`src/rtl/resv_pkg.sv`:
```
package resv_pkg;

   typedef enum logic [1:0] {
      OP_NONE = 2'b00,
      OP_LL   = 2'b01,
      OP_SC   = 2'b10,
      OP_ST   = 2'b11
   } resv_op_e;

   localparam logic [1:0] RES_FAIL   = 2'd0;
   localparam logic [1:0] RES_PASS   = 2'd1;
   localparam logic [1:0] RES_UNCACH = 2'd2;

   function automatic logic op_writes(input resv_op_e op);
      return (op == OP_SC) || (op == OP_ST);
   endfunction

endpackage

```
`src/rtl/resv_arbiter.sv`:
```
module resv_arbiter #(
   parameter int N_CTX = 4
) (
   input  logic             clk,
   input  logic             rst_n,
   input  logic [N_CTX-1:0] want,
   output logic [N_CTX-1:0] grant,
   output logic [N_CTX-1:0] blocked
);

   generate
      if (N_CTX == 1) begin : g_single
         assign grant   = want;
         assign blocked = 1'b0;
      end else begin : g_chain
         always_comb begin
            logic ahead;
            ahead = 1'b0;
            for (int k = 0; k < N_CTX; k++) begin
               blocked[k] = ahead;
               grant[k]   = want[k] && !ahead;
               ahead      = ahead || want[k];
            end
         end
      end
   endgenerate

   assert_one_grant_R9: assert property (@(posedge clk) disable iff (!rst_n)
      $onehot0(grant));

   assert_grant_wanted_R9: assert property (@(posedge clk) disable iff (!rst_n)
      (grant & ~want) == '0);

   assert_served_when_any_R9: assert property (@(posedge clk) disable iff (!rst_n)
      (want != '0) |-> (grant != '0));

endmodule

```
`src/rtl/resv_slot.sv`:
```
module resv_slot #(
   parameter int GRAN_W      = 36,
   parameter int FAIL_W      = 17,
   parameter int WARN_PERIOD = 100000
) (
   input  logic              clk,
   input  logic              rst_n,
   input  logic              ll_set,
   input  logic [GRAN_W-1:0] ll_gran,
   input  logic              snoop_vld,
   input  logic [GRAN_W-1:0] snoop_gran,
   input  logic              sc_fail,
   input  logic              sc_pass,
   output logic              resv_vld,
   output logic [GRAN_W-1:0] resv_gran,
   output logic [FAIL_W-1:0] fail_cnt,
   output logic              warn
);

   localparam int                PH_W     = $clog2(WARN_PERIOD);
   localparam logic [FAIL_W-1:0] CNT_MAX  = '1;
   localparam logic [PH_W-1:0]   PH_LAST  = PH_W'(WARN_PERIOD - 1);

   logic [PH_W-1:0] phase;
   logic            snoop_hit;

   assign snoop_hit = snoop_vld && (snoop_gran == resv_gran);

   // Reservation: a new load-locked wins over any clearing event that
   // lands in the same cycle.
   always_ff @(posedge clk) begin
      if (!rst_n) begin
         resv_vld  <= 1'b0;
         resv_gran <= '0;
      end else if (ll_set) begin
         resv_vld  <= 1'b1;
         resv_gran <= ll_gran;
      end else if (sc_fail || snoop_hit) begin
         resv_vld  <= 1'b0;
      end
   end

   // Failure run: saturating count plus a wrap counter for the warning.
   always_ff @(posedge clk) begin
      if (!rst_n) begin
         fail_cnt <= '0;
         phase    <= '0;
         warn     <= 1'b0;
      end else begin
         warn <= 1'b0;
         if (sc_pass) begin
            fail_cnt <= '0;
            phase    <= '0;
         end else if (sc_fail) begin
            if (fail_cnt != CNT_MAX) begin
               fail_cnt <= fail_cnt + 1'b1;
            end
            if (phase == PH_LAST) begin
               phase <= '0;
               warn  <= 1'b1;
            end else begin
               phase <= phase + 1'b1;
            end
         end
      end
   end

   assert_ll_arms_R1: assert property (@(posedge clk) disable iff (!rst_n)
      ll_set |=> (resv_vld && resv_gran == $past(ll_gran)));

   assert_fail_disarms_R4: assert property (@(posedge clk) disable iff (!rst_n)
      (sc_fail && !ll_set) |=> !resv_vld);

   assert_snoop_clears_R8: assert property (@(posedge clk) disable iff (!rst_n)
      (snoop_hit && !ll_set) |=> !resv_vld);

   assert_pass_zero_R6: assert property (@(posedge clk) disable iff (!rst_n)
      sc_pass |=> (fail_cnt == '0));

   assert_saturate_R6: assert property (@(posedge clk) disable iff (!rst_n)
      (sc_fail && fail_cnt == CNT_MAX) |=> (fail_cnt == CNT_MAX));

   assert_warn_pulse_R7: assert property (@(posedge clk) disable iff (!rst_n)
      warn |=> !warn);

   assert_warn_cause_R7: assert property (@(posedge clk) disable iff (!rst_n)
      warn |-> $past(sc_fail));

endmodule

```
`src/rtl/resv_judge.sv`:
```
module resv_judge
   import resv_pkg::*;
#(
   parameter int N_CTX  = 4,
   parameter int GRAN_W = 36,
   parameter int CTX_W  = 2
) (
   input  logic                          clk,
   input  logic                          rst_n,
   input  logic [N_CTX-1:0]              grant,
   input  logic [N_CTX-1:0][1:0]         op_v,
   input  logic [N_CTX-1:0][GRAN_W-1:0]  gran_v,
   input  logic [N_CTX-1:0]              unc_v,
   input  logic [N_CTX-1:0]              slot_vld,
   input  logic [N_CTX-1:0][GRAN_W-1:0]  slot_gran,
   output logic                          served,
   output logic [CTX_W-1:0]              srv_ctx,
   output logic                          srv_sc,
   output logic [1:0]                    srv_result,
   output logic                          commit,
   output logic [GRAN_W-1:0]             commit_gran,
   output logic [N_CTX-1:0]              sc_fail,
   output logic [N_CTX-1:0]              sc_pass
);

   resv_op_e          sel_op;
   logic              sel_unc;
   logic              own_vld;
   logic [GRAN_W-1:0] own_gran;
   logic              pass;

   always_comb begin
      served      = 1'b0;
      srv_ctx     = '0;
      sel_op      = OP_NONE;
      sel_unc     = 1'b0;
      commit_gran = '0;
      own_vld     = 1'b0;
      own_gran    = '0;
      for (int k = 0; k < N_CTX; k++) begin
         if (grant[k]) begin
            served      = 1'b1;
            srv_ctx     = CTX_W'(k);
            sel_op      = resv_op_e'(op_v[k]);
            sel_unc     = unc_v[k];
            commit_gran = gran_v[k];
            own_vld     = slot_vld[k];
            own_gran    = slot_gran[k];
         end
      end
   end

   always_comb begin
      srv_sc = served && (sel_op == OP_SC);
      pass   = srv_sc && (sel_unc || (own_vld && (own_gran == commit_gran)));
      commit = served && ((sel_op == OP_ST) || pass);
      if (!srv_sc)      srv_result = RES_FAIL;
      else if (sel_unc) srv_result = RES_UNCACH;
      else if (pass)    srv_result = RES_PASS;
      else              srv_result = RES_FAIL;
      sc_pass = pass ? grant : '0;
      sc_fail = (srv_sc && !pass) ? grant : '0;
   end

   assert_pass_fail_excl_R3: assert property (@(posedge clk) disable iff (!rst_n)
      (sc_pass & sc_fail) == '0);

   assert_fail_no_commit_R4: assert property (@(posedge clk) disable iff (!rst_n)
      (sc_fail != '0) |-> !commit);

endmodule

```
`src/rtl/resv_monitor.sv`:
```
module resv_monitor
   import resv_pkg::*;
#(
   parameter int N_CTX       = 4,
   parameter int ADDR_W      = 40,
   parameter int GRAN_BITS   = 4,
   parameter int FAIL_W      = 17,
   parameter int WARN_PERIOD = 100000,
   localparam int CTX_W      = (N_CTX > 1) ? $clog2(N_CTX) : 1
) (
   input  logic                       clk,
   input  logic                       rst_n,
   input  logic [N_CTX-1:0]           req_valid,
   input  logic [2*N_CTX-1:0]         req_op,
   input  logic [ADDR_W*N_CTX-1:0]    req_addr,
   input  logic [N_CTX-1:0]           req_unc,
   output logic [N_CTX-1:0]           req_ready,
   output logic                       rsp_valid,
   output logic [CTX_W-1:0]           rsp_ctx,
   output logic                       rsp_sc,
   output logic [1:0]                 rsp_result,
   output logic                       rsp_write,
   output logic [N_CTX-1:0]           fail_warn,
   output logic [FAIL_W*N_CTX-1:0]    fail_cnt
);

   localparam int GRAN_W = ADDR_W - GRAN_BITS;

   generate
      if (N_CTX < 1)              begin : g_bad_ctx  $error("N_CTX must be at least 1");        end
      if (GRAN_BITS >= ADDR_W)    begin : g_bad_gran $error("GRAN_BITS must be below ADDR_W");   end
      if (WARN_PERIOD < 2)        begin : g_bad_warn $error("WARN_PERIOD must be at least 2");   end
      if (FAIL_W < 1)             begin : g_bad_fail $error("FAIL_W must be at least 1");        end
   endgenerate

   logic [N_CTX-1:0][1:0]        op_v;
   logic [N_CTX-1:0][GRAN_W-1:0] gran_v;
   logic [N_CTX-1:0]             want, ll_v, grant, blocked;
   logic [N_CTX-1:0]             slot_vld, sc_fail, sc_pass;
   logic [N_CTX-1:0][GRAN_W-1:0] slot_gran;

   logic              served, srv_sc, commit;
   logic [CTX_W-1:0]  srv_ctx;
   logic [1:0]        srv_result;
   logic [GRAN_W-1:0] commit_gran;

   generate
      for (genvar k = 0; k < N_CTX; k++) begin : g_port
         assign op_v[k]      = req_op[2*k +: 2];
         assign gran_v[k]    = req_addr[k*ADDR_W + GRAN_BITS +: GRAN_W];
         assign want[k]      = req_valid[k] && op_writes(resv_op_e'(op_v[k]));
         assign ll_v[k]      = req_valid[k] && (op_v[k] == OP_LL);
         assign req_ready[k] = (op_v[k] == OP_LL) || !blocked[k];
      end
   endgenerate

   resv_arbiter #(.N_CTX(N_CTX)) u_arb (
      .clk     (clk),
      .rst_n   (rst_n),
      .want    (want),
      .grant   (grant),
      .blocked (blocked)
   );

   resv_judge #(.N_CTX(N_CTX), .GRAN_W(GRAN_W), .CTX_W(CTX_W)) u_judge (
      .clk         (clk),
      .rst_n       (rst_n),
      .grant       (grant),
      .op_v        (op_v),
      .gran_v      (gran_v),
      .unc_v       (req_unc),
      .slot_vld    (slot_vld),
      .slot_gran   (slot_gran),
      .served      (served),
      .srv_ctx     (srv_ctx),
      .srv_sc      (srv_sc),
      .srv_result  (srv_result),
      .commit      (commit),
      .commit_gran (commit_gran),
      .sc_fail     (sc_fail),
      .sc_pass     (sc_pass)
   );

   generate
      for (genvar k = 0; k < N_CTX; k++) begin : g_slot
         logic [FAIL_W-1:0] cnt_k;
         resv_slot #(
            .GRAN_W      (GRAN_W),
            .FAIL_W      (FAIL_W),
            .WARN_PERIOD (WARN_PERIOD)
         ) u_slot (
            .clk        (clk),
            .rst_n      (rst_n),
            .ll_set     (ll_v[k]),
            .ll_gran    (gran_v[k]),
            .snoop_vld  (commit),
            .snoop_gran (commit_gran),
            .sc_fail    (sc_fail[k]),
            .sc_pass    (sc_pass[k]),
            .resv_vld   (slot_vld[k]),
            .resv_gran  (slot_gran[k]),
            .fail_cnt   (cnt_k),
            .warn       (fail_warn[k])
         );
         assign fail_cnt[k*FAIL_W +: FAIL_W] = cnt_k;
      end
   endgenerate

   always_ff @(posedge clk) begin
      if (!rst_n) begin
         rsp_valid  <= 1'b0;
         rsp_ctx    <= '0;
         rsp_sc     <= 1'b0;
         rsp_result <= RES_FAIL;
         rsp_write  <= 1'b0;
      end else begin
         rsp_valid  <= served;
         rsp_ctx    <= srv_ctx;
         rsp_sc     <= srv_sc;
         rsp_result <= srv_result;
         rsp_write  <= commit;
      end
   end

   assert_addr_known_R2: assert property (@(posedge clk) disable iff (!rst_n)
      (req_valid != '0) |-> !$isunknown(req_addr));

   assert_fail_nowrite_R4: assert property (@(posedge clk) disable iff (!rst_n)
      (rsp_valid && rsp_sc && rsp_result == RES_FAIL) |-> !rsp_write);

   assert_uncached_R5: assert property (@(posedge clk) disable iff (!rst_n)
      (rsp_valid && rsp_result == RES_UNCACH) |-> (rsp_write && rsp_sc));

   assert_store_writes_R8: assert property (@(posedge clk) disable iff (!rst_n)
      (rsp_valid && !rsp_sc) |-> (rsp_write && rsp_result == RES_FAIL));

   assert_quiet_R13: assert property (@(posedge clk) disable iff (!rst_n)
      !rsp_valid |-> !rsp_write);

   assert_rsp_follows_R13: assert property (@(posedge clk) disable iff (!rst_n)
      $past(want != '0) |-> rsp_valid);

   assert_ll_always_ready_R1: assert property (@(posedge clk) disable iff (!rst_n)
      (ll_v & ~req_ready) == '0);

   assert_warn_with_rsp_R7: assert property (@(posedge clk) disable iff (!rst_n)
      (fail_warn != '0) |-> (rsp_valid && rsp_sc && rsp_result == RES_FAIL));

endmodule

```
`config.mk`:
```
export PLATFORM = sky130hd
export DESIGN_NAME = resv_monitor
export DESIGN_NICKNAME = d
export VERILOG_FILES = /design/src/rtl/resv_pkg.sv /design/src/rtl/resv_arbiter.sv /design/src/rtl/resv_slot.sv /design/src/rtl/resv_judge.sv /design/src/rtl/resv_monitor.sv
export SDC_FILE = /design/constraint.sdc
export NUM_CORES = 1
export LEC_CHECK = 0
export BUFFER_PORTS_ARGS = -buffer_cell sky130_fd_sc_hd__buf_2
export CORE_ASPECT_RATIO = 0.75
export CORE_UTILIZATION = 50
export CTS_CLUSTER_SIZE = 40
export DETAILED_ROUTE_END_ITERATION = 6
export PLACE_DENSITY = 0.76
export SYNTH_ARGS = -nofsm -noshare
export SYNTH_HDL_FRONTEND = slang
export SYNTH_SLANG_ARGS = --single-unit
```
`constraint.sdc`:
```
create_clock -name clk -period 5.13 [get_ports clk]
set_input_delay 0.7695 -clock clk [delete_from_list [all_inputs] [get_ports clk]]
set_output_delay 0.7695 -clock clk [all_outputs]
set_load 0.01 [all_outputs]
```
==> run_results.csv, run 1 <==
group,metric,value,unit
setup_path,worst-endpoint-required,5.64,ns
global_routing,grt_max_degree,87,
clocking,cts_tree,"done",
cells_and_area,final_nets,2591,
pwr,power,0.005726,W
detailed_routing,finalWirelength,59.53,mm
floorplanning,die_w,214.1,µm
sta,finalCriticalPeriod,4.624,ns
global_routing,gr-total-overflow,0,
floorplanning,core-area,0.03281,mm²
sta,setup_viol,0,
clocking,ctsHoldBuffers,0,
clocking,numCtsBuffers,31,
sta,tightestPinTransition,1.024,ns
status,violations,"design-rule violations",
synth,synthArstFlopShare,0,%
setup_path,worstSetupStartpointType,"input port",
cells_and_area,drive_above_1_share,17.65,%
synth,synth_area_leader_cell,"dfxtp_1",
floorplanning,die_y,161.1,µm
synth,synthFlopType,"dfxtp_1",
floorplanning,boundaryPins,261,
pwr,vdd_ir_drop_max,0.2275,mV
global_routing,grt_pass1_vias,16630,
place,dp.final_hpwl,43.14,mm
sta,post-route-period-util,90.13,%
cells_and_area,area_growth,17.77,%
sta,fin_tns_setup,0,ns
detailed_routing,drc,4,
floorplanning,dieArea,0.03450,mm²
worst_hold_path,hold_class,"input port to flip-flop",
detailed_routing,routedWlPerCell,20.73,µm
clocking,clk_pin_slew_worst_paths,0.07,ns
synth,synth_area,0.01688,mm²
synth,synth_seq_area_share,34.99,%
synth,ys_types,71,
setup_path,critPathCaptureType,"flip-flop",
sta,fmax,0.2163,GHz
setup_path,crit_chain,"buf_2 -> a22o_1 -> nor2_2 -> buf_4 -> a221o_1 -> xor2_1 -> nand4_1 -> or4_1 -> nor4_4 -> buf_4 -> buf_4 -> nor4b_1 -> a41o_1 -> a21oi_1",
cells_and_area,layout_commonest_cell,"nand2_1",
synth,synthCells,2192,
detailed_routing,drtIter0Drc,2117,
floorplanning,initial_utilization,51.45,%
clocking,htree_levels,1,
setup_path,cp_slowest_stage_delay,0.79,ns
synth,synth_top_area_share,34.99,%
synth,synth_edf_count,0,
place,place_congestion,1.066,
pwr,power_density,288.1,mW/mm²
global_routing,antenna_found_initial,5,
synth,yosys_warnings,0,
global_routing,grt_pass1_wl,92.90,mm
detailed_routing,vias,17800,
sta,rsz0062_at_grt,"false",
synth,synth_seq_cells,295,
clocking,postCtsSetupBuffers,0,
floorplanning,row_count,57,
cells_and_area,n_fill_cell,2899,
sta,final_hold_viol_count,0,
detailed_routing,vias_per_cell,6.196,
sta,clock_skew,0.02223,ns
synth,synth.avg_cell_area,7.700,µm²
detailed_routing,drtAntennaViolNets,0,
place,io_buffers,243,
clocking,clock_latency,0.60,ns
pwr,leakagePower,7.690,nW
clocking,cts_sinks,295,
synth,synth_fp_nets,2382,
clocking,clock_path_buffers,3,
clocking,clockRootBuffer,"clkbuf_16",
cells_and_area,layout_common_cells,"nand2_1, dfxtp_1, buf_2",
synth,synth_area_leaders,"dfxtp_1, xnor2_1, nand2_1, a21oi_1, xor2_1",
sta,report.final.slew_viol_count,0,
status,status,"finished with violations",
setup_path,cp.arrival,5.13,ns
sta,slew_headroom,31.66,%
clocking,cts-resized-gates,0,
run,drv_cap,0,
setup_path,slowest_stage,"nor2_2",
global_routing,grt.total_usage,33.60,%
setup_path,path_common_cell,"buf_4",
detailed_routing,drt_first_pass_iters,7,
setup_path,crit_fanout,24,
setup_path,crit_type,"input port to flip-flop",
-- metal layers --
metal / part of all wire (%) / global-route usage, %
met1: 42 / 46.36
met2: 43 / 50.24
met3: 11 / 7.382
met4: 4.6 / 14.87
met5: 0.018 / 0
-- critical path: cells and delay by family --
family | cells | cell delay [ns]
XOR/XNOR | 1 | 0.37
AO/OA/AOI/OAI | 4 | 0.83
AND/OR/NAND/NOR | 5 | 2.17
buffers and inverters | 4 | 0.97
-- stage by stage --
step / std cells / util (%) / setup slack [ns] / hold WS (ns) / area [µm²]
detailed placement: 2810 / 57.32 / 0.1488 / 0.4498 / 18810
global placement: 2810 / 57.32 / 0.1678 / 0.4444 / 18810
finish: 2872 / 60.59 / 0.5064 / 0.4168 / 19880
global route: 2871 / 60.58 / 0.4037 / 0.4197 / 19870
floorplan: 2192 / - / 0.5212 / 0.4363 / 16880
CTS: 2867 / 60.55 / 0.7308 / 0.4059 / 19860
-- synth_stat cells, types with 8 or more instances --
cell type	number
xor2_1	97
a221o_1	17
inv_1	34
or3_1	14
a221oi_1	17
and2_1	11
o21ai_0	46
buf_4	9
a21oi_1	175
and3_1	69
dfxtp_1	295
buf_1	11
a31o_2	9
and3b_1	28
xnor2_1	176
nand2_1	369
clkbuf_1	114
buf_2	30
nor3b_1	8
mux2i_1	8
nand4_1	37
a31oi_1	46
a31oi_2	8
nor2_1	143
nor4b_1	20
nor4_1	79
nand3b_1	10
nor3_1	41
nand3_1	151
ha_1	12
or4_1	16
-- flip-flops by register name, summed over array words and instances (netlist names) --
name	cells
g_slot.u_slot.resv_gran	144
g_slot.u_slot.fail_cnt	68
g_slot.u_slot.phase	68
g_slot.u_slot.resv_vld	4
g_slot.u_slot.warn	4
rsp_ctx	2
rsp_result	2
rsp_sc	1
rsp_valid	1
rsp_write	1
-- final cells by class --
cell class | instances | area [µm²] | area share, %
tap | 442 | 553.0 | 2.782
inverter | 35 | 133.9 | 0.6735
antenna | 5 | 12.51 | 0.06295
clock buffer | 44 | 874.6 | 4.400
multi-input combinational | 1695 | 10160 | 51.11
timing repair buffer | 343 | 2054 | 10.34
clock inverter | 13 | 183.9 | 0.9253
sequential | 295 | 5906 | 29.71
-- kinds of logic (layout without fill, tap and decap cells) --
family | Yosys count | count (layout) | share of synthesized area [%]
XOR/XNOR | 273 | 273 | 14.17
AO/OA/AOI/OAI | 379 | 379 | 14.24
flip-flops | 295 | 295 | 34.99
AND/OR/NAND/NOR | 1020 | 1020 | 30.05
adder cells (fa/ha/maj) | 12 | 12 | 0.8896
multiplexers | 10 | 10 | 0.6227
buffers and inverters | 202 | 435 | 5.011
other | 1 | 6 | 0.02222
-- power by group --
group | switching, W | internal, W
registers | 0.0000476 | 0.00234
logic | 0.000607 | 0.000351
clock network | 0.000995 | 0.00139
total | 0.00165 | 0.00408
-- path summary, 6_finish.rpt --
kind                                   from                             end  slack (ns)  depth (start not counted)
max                            req_valid[0]      g_slot[2].u_slot.phase[14]        0.51                         14
min                            req_addr[59]  g_slot[1].u_slot.resv_gran[15]        0.42                          3
max reg2reg  g_slot[0].u_slot.resv_gran[17]      g_slot[2].u_slot.phase[14]        1.35                         12
min reg2reg  g_slot[3].u_slot.resv_gran[14]  g_slot[3].u_slot.resv_gran[14]        0.46                          2
(Power assumes the default switching activity.)
==> run 2: changes to the inputs <==
--- a/config.mk
+++ b/config.mk
@@ -5,12 +5,15 @@
 export SDC_FILE = /design/constraint.sdc
 export NUM_CORES = 1
 export LEC_CHECK = 0
+export ABC_CLOCK_PERIOD_IN_PS = 5650
 export BUFFER_PORTS_ARGS = -buffer_cell sky130_fd_sc_hd__buf_2
+export CELL_PAD_IN_SITES_DETAIL_PLACEMENT = 2
+export CELL_PAD_IN_SITES_GLOBAL_PLACEMENT = 2
 export CORE_ASPECT_RATIO = 0.75
-export CORE_UTILIZATION = 50
+export CORE_UTILIZATION = 36
 export CTS_CLUSTER_SIZE = 40
 export DETAILED_ROUTE_END_ITERATION = 6
-export PLACE_DENSITY = 0.76
+export PLACE_DENSITY = 0.9
 export SYNTH_ARGS = -nofsm -noshare
 export SYNTH_HDL_FRONTEND = slang
 export SYNTH_SLANG_ARGS = --single-unit
==> constraint.sdc (replaced) <==
create_clock -name clk -period 5.65 [get_ports clk]
set_input_delay 0.8475 -clock clk [delete_from_list [all_inputs] [get_ports clk]]
set_output_delay 0.8475 -clock clk [all_outputs]
set_load 0.01 [all_outputs]
==> run 2 against run 1 <==
Effect of this change: the run now ends clean; highest routed layer unchanged; largest cell class unchanged; critical endpoint is now g_slot[0].u_slot.phase[9]; sequential power fell by 9.2%; worst hold slack gained 0.050 ns; critical path type unchanged; clock skew is 0.019 ns higher; non-clock buffer count is 32 lower.
==> run_results.csv, run 2 (synthesis gave the netlist of run 1 again) <==
group,metric,value,unit
detailed_routing,vias_per_cell,6.136,
status,status,"finished, final reports clean",
cells_and_area,area_growth,18.42,%
sta,finalCriticalPeriod,5.376,ns
sta,post-route-period-util,95.16,%
setup_path,worstSetupStartpointType,"input port",
global_routing,antenna_found_initial,11,
setup_path,cp.arrival,5.83,ns
sta,final_hold_viol_count,0,
cells_and_area,largestRegisters,"g_slot.u_slot.resv_gran (144), g_slot.u_slot.fail_cnt (68), g_slot.u_slot.phase (68)",
global_routing,grt.total_usage,34.27,%
detailed_routing,drtAntennaViolNets,0,
cells_and_area,largest_reg_flops,144,
pwr,leakagePower,7.579,nW
clocking,clockRootBuffer,"clkbuf_16",
floorplanning,initial_utilization,36.60,%
pwr,vdd_ir_drop_max,0.2006,mV
clocking,clk_pin_slew_worst_paths,0.07,ns
place,pre_cts_ws,-0.02403,ns
floorplanning,core-area,0.04611,mm²
place,place_congestion,0.9367,
clocking,ctsHoldBuffers,0,
floorplanning,boundaryPins,261,
sta,slew_headroom,28.26,%
setup_path,worst-endpoint-required,6.11,ns
sta,fin_hold_ws,0.4671,ns
cells_and_area,top_register,"g_slot.u_slot.resv_gran",
global_routing,grt_max_degree,57,
global_routing,grt_pass1_vias,20220,
cells_and_area,n_fill_cell,5258,
cells_and_area,multi_input_area,0.01017,mm²
cells_and_area,layout_commonest_cell,"nand2_1",
setup_path,critPathCaptureType,"flip-flop",
detailed_routing,drt_first_pass_iters,5,
clocking,postCtsSetupBuffers,0,
clocking,clock_path_buffers,3,
sta,setup_ws,0.2736,ns
detailed_routing,drc,0,
pwr,power,0.005480,W
detailed_routing,finalWirelength,83.28,mm
cells_and_area,layout_common_cells,"nand2_1, dfxtp_1, buf_2",
detailed_routing,vias,18640,
sta,fin_tns_setup,0,ns
floorplanning,row_count,68,
place,place_area,0.01880,mm²
sta,fmax,0.1860,GHz
global_routing,gr-total-overflow,0,
clocking,htree_levels,2,
place,io_buffers,243,
clocking,cts_tree,"done",
pwr,power_density,274.2,mW/mm²
clocking,cts_sinks,295,
sta,rsz0062_at_grt,"false",
cells_and_area,final_nets,2563,
floorplanning,dieArea,0.04776,mm²
cells_and_area,drive_above_1_share,16.85,%
sta,clock_skew,0.04117,ns
worst_hold_path,hold_class,"flip-flop to flip-flop",
detailed_routing,drtIter0Drc,1565,
detailed_routing,routedWlPerCell,27.41,µm
sta,tightestPinTransition,1.076,ns
sta,report.final.slew_viol_count,0,
clocking,clock_latency,0.56,ns
run,drv_cap,0,
setup_path,crit_fanout,31,
clocking,numCtsBuffers,35,
floorplanning,die_w,252.0,µm
setup_path,crit_type,"input port to flip-flop",
cells_and_area,seq_area,0.005906,mm²
sta,setup_viol,0,
place,dp.final_hpwl,56.56,mm
cells_and_area,final_area,0.01999,mm²
floorplanning,die_y,189.5,µm
global_routing,grt_pass1_wl,126.8,mm
clocking,cts-resized-gates,0,
run 2: cell count changes in the layout (fill, tap and decap cells not counted), sizes merged:
cell,change
buf,-32
bufinv,-2
clkbuf,+7
diode,+6
inv,-1
run 2: routing by layer:
layer	vias to the layer above	routed length [µm]	GRT usage [%]
li1	8095	-	-
met1	9395	34050	42.73
met2	862	38440	56.01
met3	286	6279	7.479
met4	2	4423	16.53
met5	-	92	0
run 2: worst max-delay path, cell delays in order:
cell and delay [ns]:
buf_2 0.46, and2_2 0.71, buf_4 0.35, o21ai_0 0.13, a221oi_1 0.28, xor2_1 0.39
nand4_1 0.31, or4_1 0.57, nor4_4 0.51, buf_4 0.24, or3_1 0.15, o211ai_1 0.33
buf_4 0.32, nor2b_1 0.22
run 2: where the power goes:
part / switching [W] / leakage, nW / internal (W) / total [W]
Clock: 0.00100 / 0.579 / 0.00138 / 0.00238
Sequential: 0.0000493 / 2.39 / 0.00212 / 0.00217
Combinational: 0.000630 / 4.61 / 0.000296 / 0.000926
run 2: worst paths after layout:
kind                                       start                       endpoint  slack, ns  cells after the start
setup / recovery                       req_op[1]      g_slot[0].u_slot.phase[9]       0.27                     14
hold / removal     g_slot[3].u_slot.resv_gran[2]  g_slot[3].u_slot.resv_gran[2]       0.47                      2
setup reg to reg  g_slot[0].u_slot.resv_gran[17]      g_slot[0].u_slot.phase[9]       1.51                     12
hold reg to reg    g_slot[3].u_slot.resv_gran[2]  g_slot[3].u_slot.resv_gran[2]       0.47                      2
run 2: stage by stage:
stage / instances / util [%]
after floorplan: 2192 / -
after global placement: 2966 / 40.76
after detailed placement: 2966 / 40.76
after CTS: 3027 / 43.28
after global routing: 3034 / 43.32
final: 3038 / 43.34
run 2: cell type report:
class	count	share of cell area (%)
repair buffers	311	9.015
clock buffers	51	5.240
multi-input cells	1695	50.87
clock inverters	10	0.5759
inverters	35	0.6698
flip-flops and latches	295	29.55
well taps	630	3.944
diodes	11	0.1377
